## config.mk

```make
export PLATFORM = sky130hd
export DESIGN_NAME = smul_seq
export DESIGN_NICKNAME = d
export VERILOG_FILES = /design/src/rtl/smul_pkg.sv /design/src/rtl/smul_adder.sv /design/src/rtl/smul_ctrl.sv /design/src/rtl/smul_datapath.sv /design/src/rtl/smul_seq.sv
export SDC_FILE = /design/constraint.sdc
export NUM_CORES = 1
export LEC_CHECK = 0
export BUFFER_PORTS_ARGS = -buffer_cell sky130_fd_sc_hd__buf_2
export CAP_MARGIN = 20
export CELL_PAD_IN_SITES_DETAIL_PLACEMENT = 2
export CELL_PAD_IN_SITES_GLOBAL_PLACEMENT = 2
export CORE_MARGIN = 3
export CORE_UTILIZATION = 37
export CTS_BUF_LIST = sky130_fd_sc_hd__clkbuf_2
export DETAILED_ROUTE_END_ITERATION = 7
export MAX_ROUTING_LAYER = met4
export PLACE_DENSITY = 0.89
export SYNTH_ARGS = -nofsm -noshare
export SYNTH_HDL_FRONTEND = slang
export SYNTH_SLANG_ARGS = --single-unit
```

## constraint.sdc

```tcl
create_clock -name clk -period 9.78 [get_ports clk]
set_input_delay 0.978 -clock clk [delete_from_list [all_inputs] [get_ports clk]]
set_output_delay 0.978 -clock clk [all_outputs]
set_load 0.1 [all_outputs]
```

## src/rtl/smul_pkg.sv

```systemverilog
package smul_pkg;
  typedef enum logic [1:0] {
    ST_IDLE  = 2'd0,
    ST_ADD   = 2'd1,
    ST_SHIFT = 2'd2
  } smul_state_e;
endpackage

```

## src/rtl/smul_adder.sv

```systemverilog
// Ripple-carry adder for magnitude accumulation; carry-out feeds the E flop.
module smul_adder #(
  parameter int W = 7
) (
  input  logic [W-1:0] x,
  input  logic [W-1:0] y,
  output logic [W-1:0] sum,
  output logic         cout
);
  logic [W:0] c;
  assign c[0] = 1'b0;
  for (genvar i = 0; i < W; i++) begin : g_fa
    assign sum[i]   = x[i] ^ y[i] ^ c[i];
    assign c[i+1]   = (x[i] & y[i]) | (c[i] & (x[i] ^ y[i]));
  end
  assign cout = c[W];
endmodule

```

## src/rtl/smul_ctrl.sv

```systemverilog
// Sequencer: idle, then alternating add and shift phases, one pair per magnitude bit.
module smul_ctrl
  import smul_pkg::*;
#(
  parameter int MAG = 7
) (
  input  logic clk,
  input  logic rst_n,
  input  logic accept,
  output logic add_en,
  output logic shift_en,
  output logic busy,
  output logic done
);
  localparam int CW = $clog2(MAG + 1);

  smul_state_e    state;
  logic [CW-1:0]  sc;

  always_ff @(posedge clk or negedge rst_n) begin
    if (!rst_n) begin
      state <= ST_IDLE;
      sc    <= '0;
      done  <= 1'b0;
    end else begin
      done <= 1'b0;
      case (state)
        ST_IDLE: begin
          if (accept) begin
            state <= ST_ADD;
            sc    <= CW'(MAG);
          end
        end
        ST_ADD: state <= ST_SHIFT;
        ST_SHIFT: begin
          sc <= sc - 1'b1;
          if (sc == CW'(1)) begin
            state <= ST_IDLE;
            done  <= 1'b1;
          end else begin
            state <= ST_ADD;
          end
        end
        default: state <= ST_IDLE;
      endcase
    end
  end

  assign busy     = (state != ST_IDLE);
  assign add_en   = (state == ST_ADD);
  assign shift_en = (state == ST_SHIFT);
endmodule

```

## src/rtl/smul_datapath.sv

```systemverilog
// Registers B, A, Q, E and the two sign copies; conditional add and E-A-Q shift.
module smul_datapath #(
  parameter int MAG = 7
) (
  input  logic           clk,
  input  logic           rst_n,
  input  logic           load,
  input  logic           add_en,
  input  logic           shift_en,
  input  logic           b_sign,
  input  logic [MAG-1:0] b_mag,
  input  logic           q_sign,
  input  logic [MAG-1:0] q_mag,
  output logic           acc_sign,
  output logic           mq_sign,
  output logic [MAG-1:0] acc_mag,
  output logic [MAG-1:0] mq_mag,
  output logic           carry
);
  localparam int CHAIN = 2 * MAG + 1;

  logic [MAG-1:0]   b_r, a_r, q_r;
  logic             e_r, as_r, qs_r;
  logic [MAG-1:0]   sum;
  logic             cout;
  logic [CHAIN-1:0] chain_sh;

  smul_adder #(.W(MAG)) u_add (
    .x    (a_r),
    .y    (b_r),
    .sum  (sum),
    .cout (cout)
  );

  assign chain_sh = {e_r, a_r, q_r} >> 1;

  always_ff @(posedge clk or negedge rst_n) begin
    if (!rst_n) begin
      b_r  <= '0;
      a_r  <= '0;
      q_r  <= '0;
      e_r  <= 1'b0;
      as_r <= 1'b0;
      qs_r <= 1'b0;
    end else if (load) begin
      b_r  <= b_mag;
      q_r  <= q_mag;
      a_r  <= '0;
      e_r  <= 1'b0;
      as_r <= b_sign ^ q_sign;
      qs_r <= b_sign ^ q_sign;
    end else if (add_en) begin
      if (q_r[0]) begin
        a_r <= sum;
        e_r <= cout;
      end
    end else if (shift_en) begin
      e_r <= chain_sh[CHAIN-1];
      a_r <= chain_sh[CHAIN-2:MAG];
      q_r <= chain_sh[MAG-1:0];
    end
  end

  assign acc_sign = as_r;
  assign mq_sign  = qs_r;
  assign acc_mag  = a_r;
  assign mq_mag   = q_r;
  assign carry    = e_r;
endmodule

```

## src/rtl/smul_seq.sv

```systemverilog
// Top: sign-magnitude shift-and-add multiplier with valid/ready operand intake.
module smul_seq #(
  parameter int WIDTH = 8
) (
  input  logic             clk,
  input  logic             rst_n,
  input  logic             in_valid,
  output logic             in_ready,
  input  logic             mcand_sign,
  input  logic [WIDTH-2:0] mcand_mag,
  input  logic             mplier_sign,
  input  logic [WIDTH-2:0] mplier_mag,
  output logic             busy,
  output logic             done,
  output logic             prod_sign,
  output logic [WIDTH-2:0] prod_hi,
  output logic [WIDTH-2:0] prod_lo
);
  localparam int MAG = WIDTH - 1;

  logic accept, add_en, shift_en;
  logic e_bit, qs_bit;

  assign in_ready = ~busy;
  assign accept   = in_valid & in_ready;

  smul_ctrl #(.MAG(MAG)) u_ctrl (
    .clk      (clk),
    .rst_n    (rst_n),
    .accept   (accept),
    .add_en   (add_en),
    .shift_en (shift_en),
    .busy     (busy),
    .done     (done)
  );

  smul_datapath #(.MAG(MAG)) u_dp (
    .clk      (clk),
    .rst_n    (rst_n),
    .load     (accept),
    .add_en   (add_en),
    .shift_en (shift_en),
    .b_sign   (mcand_sign),
    .b_mag    (mcand_mag),
    .q_sign   (mplier_sign),
    .q_mag    (mplier_mag),
    .acc_sign (prod_sign),
    .mq_sign  (qs_bit),
    .acc_mag  (prod_hi),
    .mq_mag   (prod_lo),
    .carry    (e_bit)
  );
endmodule

```

==> results of run 1 <==
## layout by cell type, fill, tap and decap left out, types with 2 or more instances in the layout
| cell type | Yosys | final |
|---|---|---|
| a22oi_1 | 9 | 9 |
| o21ai_0 | 7 | 7 |
| o211ai_1 | 3 | 3 |
| nor2_1 | 2 | 2 |
| nand3_1 | 4 | 4 |
| fa_1 | 6 | 6 |
| clkbuf_2 | 0 | 5 |
| mux2i_1 | 3 | 3 |
| ha_1 | 3 | 3 |
| clkinv_1 | 0 | 2 |
| a32oi_1 | 6 | 6 |
| nor3b_1 | 2 | 2 |
| mux2_2 | 2 | 2 |
| a31oi_1 | 4 | 4 |
| nand3b_1 | 2 | 2 |
| nand2_1 | 17 | 17 |
| buf_2 | 5 | 36 |
| a21oi_1 | 3 | 3 |
| nor2b_1 | 2 | 2 |
| dfrtp_1 | 29 | 29 |
| inv_1 | 19 | 19 |
| a221oi_1 | 4 | 4 |
## cells by family (layout without fill, tap and decap cells)
| group | Yosys count | in the layout | synth area share |
|---|---|---|---|
| multiplexers | 5 | 5 | 0.0343 |
| buffers and inverters | 27 | 63 | 0.0800 |
| flip-flops | 29 | 29 | 0.473 |
| adder cells (fa/ha/maj) | 9 | 9 | 0.103 |
| AND/OR/NAND/NOR | 36 | 36 | 0.128 |
| XOR/XNOR | 1 | 1 | 0.00572 |
| AO/OA/AOI/OAI | 38 | 38 | 0.175 |
## state kept, by name, indices dropped and copies added, names as in the netlist
name,cells
u_dp.acc_mag,7
u_dp.b_r,7
u_dp.mq_mag,7
u_ctrl.sc,3
u_ctrl.state,2
u_ctrl.done,1
u_dp.acc_sign,1
u_dp.carry,1
## final cells by class
| class | instances | area, µm² |
|---|---|---|
| fillers | 418 | 2070 |
| flip-flops and latches | 29 | 726 |
| multi-input cells | 89 | 684 |
| repair buffers | 36 | 180 |
| inverters | 19 | 71.3 |
| well taps | 48 | 60.1 |
| clock buffers | 5 | 25.0 |
| clock inverters | 3 | 12.5 |
## worst paths after layout
check,to,from,depth (start not counted)
setup / recovery,u_dp.acc_mag[6],u_dp.acc_mag[0],12
hold / removal,u_dp.b_r[0],u_dp.b_r[0],1
setup reg to reg,u_dp.acc_mag[6],u_dp.acc_mag[0],12
hold reg to reg,u_dp.b_r[0],u_dp.b_r[0],1
max in group asynchronous,u_dp.acc_mag[2],rst_n,1
min in group asynchronous,u_dp.mq_mag[5],rst_n,1
## critical path, cell delays in order (launching register included)
cell	delay (ns)
dfrtp_1	0.45
ha_1	0.17
inv_1	0.06
fa_1	0.42
fa_1	0.42
fa_1	0.38
inv_1	0.08
fa_1	0.16
inv_1	0.05
fa_1	0.38
fa_1	0.43
or2_0	0.24
a31oi_1	0.18
## routing by layer
metal / up-vias / part of all wire / track usage / wire length, µm
met4: 0 / 0.0081 / 0.0574 / 33
met2: 40 / 0.52 / 0.323 / 2130
met5: - / 0 / - / 0
li1: 575 / - / - / -
met3: 4 / 0.060 / 0.0561 / 246
met1: 625 / 0.41 / 0.199 / 1680
## per-stage QoR
step                cell area, µm²  cells   util  worst slack (ns)  hold slack [ns]
global placement              1720    221  0.450              6.49            0.497
CTS                           1760    229  0.460              6.26            0.549
floorplan                     1530    145      -              5.87            0.485
finish                        1760    229  0.460              6.29            0.548
detailed placement            1720    221  0.450              6.30            0.514
global route                  1760    229  0.460              6.14            0.574
==> run_results.csv, run 1 <==
group,metric,value,unit
detailed_routing,routed_via_density,5.43,
sta,finalSetupTns,0,ns
sta,finalCritPeriodShare,0.356,
global_route,antenna_found_initial,0,
yosys,synth_common_cells,"29 x dfrtp_1, 19 x inv_1, 17 x nand2_1",
yosys,synthFlopType,"dfrtp_1",
worst_hold_path,min_path_type,"flip-flop to flip-flop",
yosys,syn-cell-area,0.00153,mm²
setup_path,r2r_setup_slack,6.29,ns
setup_path,critPathKind,"flip-flop to flip-flop",
global_route,grt-ovfl-total,0,
cells_and_area,num_antenna_cells,0,
setup_path,end_kind,"flip-flop",
sta,setup_viol,0,
detailed_routing,wl_per_cell,17.9,µm
run,maxCapViolCount,0,
sta,hold_violations,0,
outcome,status,"finished clean",
floorplanning,core_area,0.00383,mm²
sta,max_freq,0.287,GHz
global_route,grt_start_max_net_pins,30,
yosys,syn_inst,145,
clock_network,hold_buffers,0,
clock_network,cts_tree,"yes",
clock_network,htreeDepth,2,
yosys,synth_edf_count,0,
yosys,yosysWarnings,0,
yosys,ys_seq_area_frac,0.473,
sta,layout_min_cycle_time,3.49,ns
yosys,synth_cell_types,32,
setup_path,arrival,3.79,ns
placed_design,portBuffers,36,
cells_and_area,fin_nets,208,
sta,rsz0062_at_grt,"false",
floorplanning,ios,37,
global_route,grt_pass1_wl,6840,µm
floorplanning,fp.dieH,70.4,µm
cells_and_area,drive_gt1_frac,0.260,
detailed_routing,vias,1244,
floorplanning,start_util,0.401,
global_route,grt_use_total,0.185,
clock_network,clk_pin_slew_worst_paths,0.18,ns
clock_network,clk_latency,0.39,ns
sta,relSlewSlack,0.352,
detailed_routing,drt_iter0_markers,61,
clock_network,cts_buffers,5,
sta,maxSlewViolCount,0,
detailed_routing,drc_errors,0,
yosys,synth_area_leaders,"dfrtp_1 47%, fa_1 7.8%, inv_1 4.7%",
detailed_routing,ant_nets,0,
detailed_routing,routed_wl,4090,µm
setup_path,worst_setup_path_start_kind,"flip-flop",
yosys,synth_top_area_share,0.473,
placed_design,gp_congestion,0.802,
clock_network,clockRootBuffer,"clkbuf_2",
floorplanning,rows,22,
placed_design,dpl.hpwl,3010,µm
yosys,ys_async_sr_fraction,1.00,
sta,worstMarginPinSlew,0.969,ns
yosys,yosysTopAreaCell,"dfrtp_1",
detailed_routing,firstDrtPassIters,4,
sta,finalClockSkew,0.0307,ns
floorplanning,die_w,70.4,µm
yosys,ys_ff_latch,29,
clock_network,post_cts_buffers,0,
global_route,grt_pass1_vias,1379,
clock_network,clock_sinks,29,
yosys,synth_most_common_cell,"dfrtp_1",
yosys,synth_nets,173,
yosys,syn_avg_cell_area,10.6,µm²
clock_network,cts_resized,0,
setup_path,path_max_fanout,5,
cells_and_area,syn_to_final_growth,14.8,%
setup_path,required,10.08,ns
clock_network,clock_path_buffers,2,
floorplanning,dieArea,0.00495,mm²
Power of run 1 is not shown: default switching activity piles up to over one toggle a cycle in this logic, so the estimate is an artifact.
==> inputs of run 2 (changes only) <==
- ABC_AREA: default -> 1
- CORE_UTILIZATION: 37 -> 29
- PLACE_DENSITY: 0.89 -> 0.8
- clock period: 9.78 -> 2.8 ns (I/O delays scaled with it)
==> run_results.csv, run 2 <==
group,metric,value,unit
clock_network,post_cts_buffers,0,
clock_network,clock_sinks,29,
sta,max_freq,0.322,GHz
outcome,status,"complete, but fails checks",
setup_path,critPathLaunch,"u_dp.acc_mag[0]",
run,maxCapViolCount,0,
detailed_routing,routed_wl,4410,µm
cells_and_area,drive_gt1_frac,0.265,
detailed_routing,ant_nets,0,
clock_network,htreeDepth,2,
cells_and_area,fin_nets,265,
sta,setup_viol,3,
global_route,grt_use_total,0.161,
yosys,synth_top_area_share,0.453,
detailed_routing,wl_per_cell,14.3,µm
floorplanning,start_util,0.306,
yosys,ys_async_sr_fraction,1.00,
yosys,syn-cell-area,0.00160,mm²
yosys,syn_avg_cell_area,8.18,µm²
clock_network,cts_buffers,5,
floorplanning,die_w,80.3,µm
sta,maxSlewViolCount,0,
placed_design,dpl-instance-area,0.00188,mm²
detailed_routing,drt_iter0_markers,49,
sta,worstMarginPinSlew,0.700,ns
setup_path,arrival,3.41,ns
cells_and_area,num_antenna_cells,0,
clock_network,cts_resized,0,
setup_path,worst_setup_path_start_kind,"flip-flop",
global_route,grt_start_max_net_pins,30,
floorplanning,core_area,0.00524,mm²
yosys,synth_common_cells,"67 x nand2_1, 33 x inv_1, 29 x dfrtp_1",
setup_path,crit_top_cell,"fa_2",
outcome,violations,"negative setup slack",
global_route,antenna_found_initial,0,
worst_hold_path,worstHoldStart,"mcand_mag[4]",
setup_path,end_kind,"flip-flop",
clock_network,clockRootBuffer,"clkbuf_2",
clock_network,cts_tree,"yes",
clock_network,clk_latency,0.39,ns
cells_and_area,final_common_cell,"nand2_1",
cells_and_area,fin_area,0.00193,mm²
setup_path,slowest_delay,0.48,ns
detailed_routing,vias,1417,
sta,finalSetupTns,-0.425,ns
clock_network,clock_path_buffers,2,
floorplanning,rows,26,
yosys,ys_seq_area_frac,0.453,
worst_hold_path,min_path_type,"primary input to flip-flop",
sta,relSlewSlack,0.534,
yosys,synth_edf_count,0,
detailed_routing,firstDrtPassIters,4,
yosys,synth_most_common_cell,"nand2_1",
detailed_routing,routed_via_density,4.60,
cells_and_area,layout_common_cells,"67 x nand2_1, 36 x buf_2, 32 x inv_1",
floorplanning,fp.dieH,80.3,µm
setup_path,crit_chain,"ha_4 -> inv_1 -> fa_2 -> fa_2 -> fa_2 -> inv_2 -> fa_1 -> inv_1 -> fa_2 -> fa_1 -> inv_1 -> nand3_1 -> nand2_1 -> nand3_1 -> nand2_1",
detailed_routing,drc_errors,0,
floorplanning,dieArea,0.00645,mm²
sta,finalClockSkew,0.0173,ns
cells_and_area,syn_to_final_growth,20.2,%
floorplanning,ios,37,
yosys,synth_area_leaders,"dfrtp_1 45%, nand2_1 16%, inv_1 7.7%",
yosys,ys_ff_latch,29,
placed_design,dpl.hpwl,3240,µm
placed_design,gp_congestion,0.726,
yosys,synth_cell_types,21,
sta,hold_violations,0,
sta,fin_ws,-0.306,ns
sta,rsz0062_at_grt,"true",
global_route,grt_pass1_wl,7560,µm
global_route,grt-ovfl-total,0,
yosys,yosysWarnings,0,
sta,finalCritPeriodShare,1.11,
yosys,synth_nets,224,
clock_network,clk_pin_slew_worst_paths,0.18,ns
setup_path,r2r_start,"u_dp.acc_mag[0]",
yosys,synthFlopType,"dfrtp_1",
yosys,yosysTopAreaCell,"dfrtp_1",
placed_design,portBuffers,36,
setup_path,critPathSlowestCell,"fa_1",
sta,layout_min_cycle_time,3.11,ns
yosys,syn_inst,196,
setup_path,path_max_fanout,2,
global_route,grt_pass1_vias,1507,
setup_path,required,3.10,ns
setup_path,critPathKind,"flip-flop to flip-flop",
## run 2: cell count changes in the layout (fill, tap and decap cells not counted), sizes merged, moves of 4 or more
cell    before  now
nand3        4   24
nand3b       2    7
a221oi       4    0
nand2       17   70
a22oi        9    1
a32oi        6    0
inv         19   36
## run 2: cell families after synthesis
logic type	count (synthesis)	share of synthesized area
compound gates	10	0.0359
xor+xnor	1	0.00547
fa+ha+maj	9	0.0984
buf+inv	42	0.112
flops	29	0.453
simple gates	105	0.295
## run 2: layout make-up
cell class	instances	area, µm²
Clock buffer	5	25.0
Fill cell	620	3310
Sequential cell	29	734
Multi-Input combinational cell	125	719
Tap cell	70	87.6
Timing Repair Buffer	40	213
Clock inverter	3	12.5
Inverter	36	135
## run 2: per-stage QoR
step | setup slack, ns | std cells | utilization | hold WS [ns]
finish | -0.306 | 308 | 0.368 | 0.0696
global route | -0.444 | 308 | 0.368 | 0.0653
CTS | -0.335 | 308 | 0.368 | 0.0552
detailed placement | -0.341 | 299 | 0.359 | 0.367
global placement | -0.237 | 299 | 0.359 | 0.358
floorplan | -0.438 | 196 | - | -0.0156
## run 2: layer usage
layer  vias to the layer above  track usage  routed length [µm]
li1                        680            -                   -
met1                       710        0.194                1920
met2                        21        0.263                2250
met3                         6       0.0336                 155
met4                         0       0.0608                  79
met5                         -            -                   0
## run 2: path summary, 6_finish.rpt
path                              endpoint  slack (ns)  cells past startpoint
min reg2reg                  u_dp.acc_sign        0.52                      2
max in group asynchronous  u_dp.acc_mag[0]        1.82                      2
max reg2reg                u_dp.acc_mag[6]       -0.31                     15
max                        u_dp.acc_mag[6]       -0.31                     15
min                            u_dp.b_r[4]        0.07                      3
min in group asynchronous     u_ctrl.sc[1]        0.45                      2
## run 2: what timing repair did
| item | in CTS | in global routing |
|---|---|---|
| hold buffers | 1 | 0 |
| endpoints found under the hold margin | 29 | 0 |
| endpoints found under the setup margin | 3 | 3 |
## run 2: worst max-delay path, delay by kind of cell, from the launching register on
| kind | cells | cell delay, ns |
|---|---|---|
| buffers and inverters | 4 | 0.19 |
| adders and majority gates | 7 | 2.12 |
| DFF | 1 | 0.45 |
| and+or+nand+nor | 4 | 0.27 |
Power of run 2 is left out for the same reason.
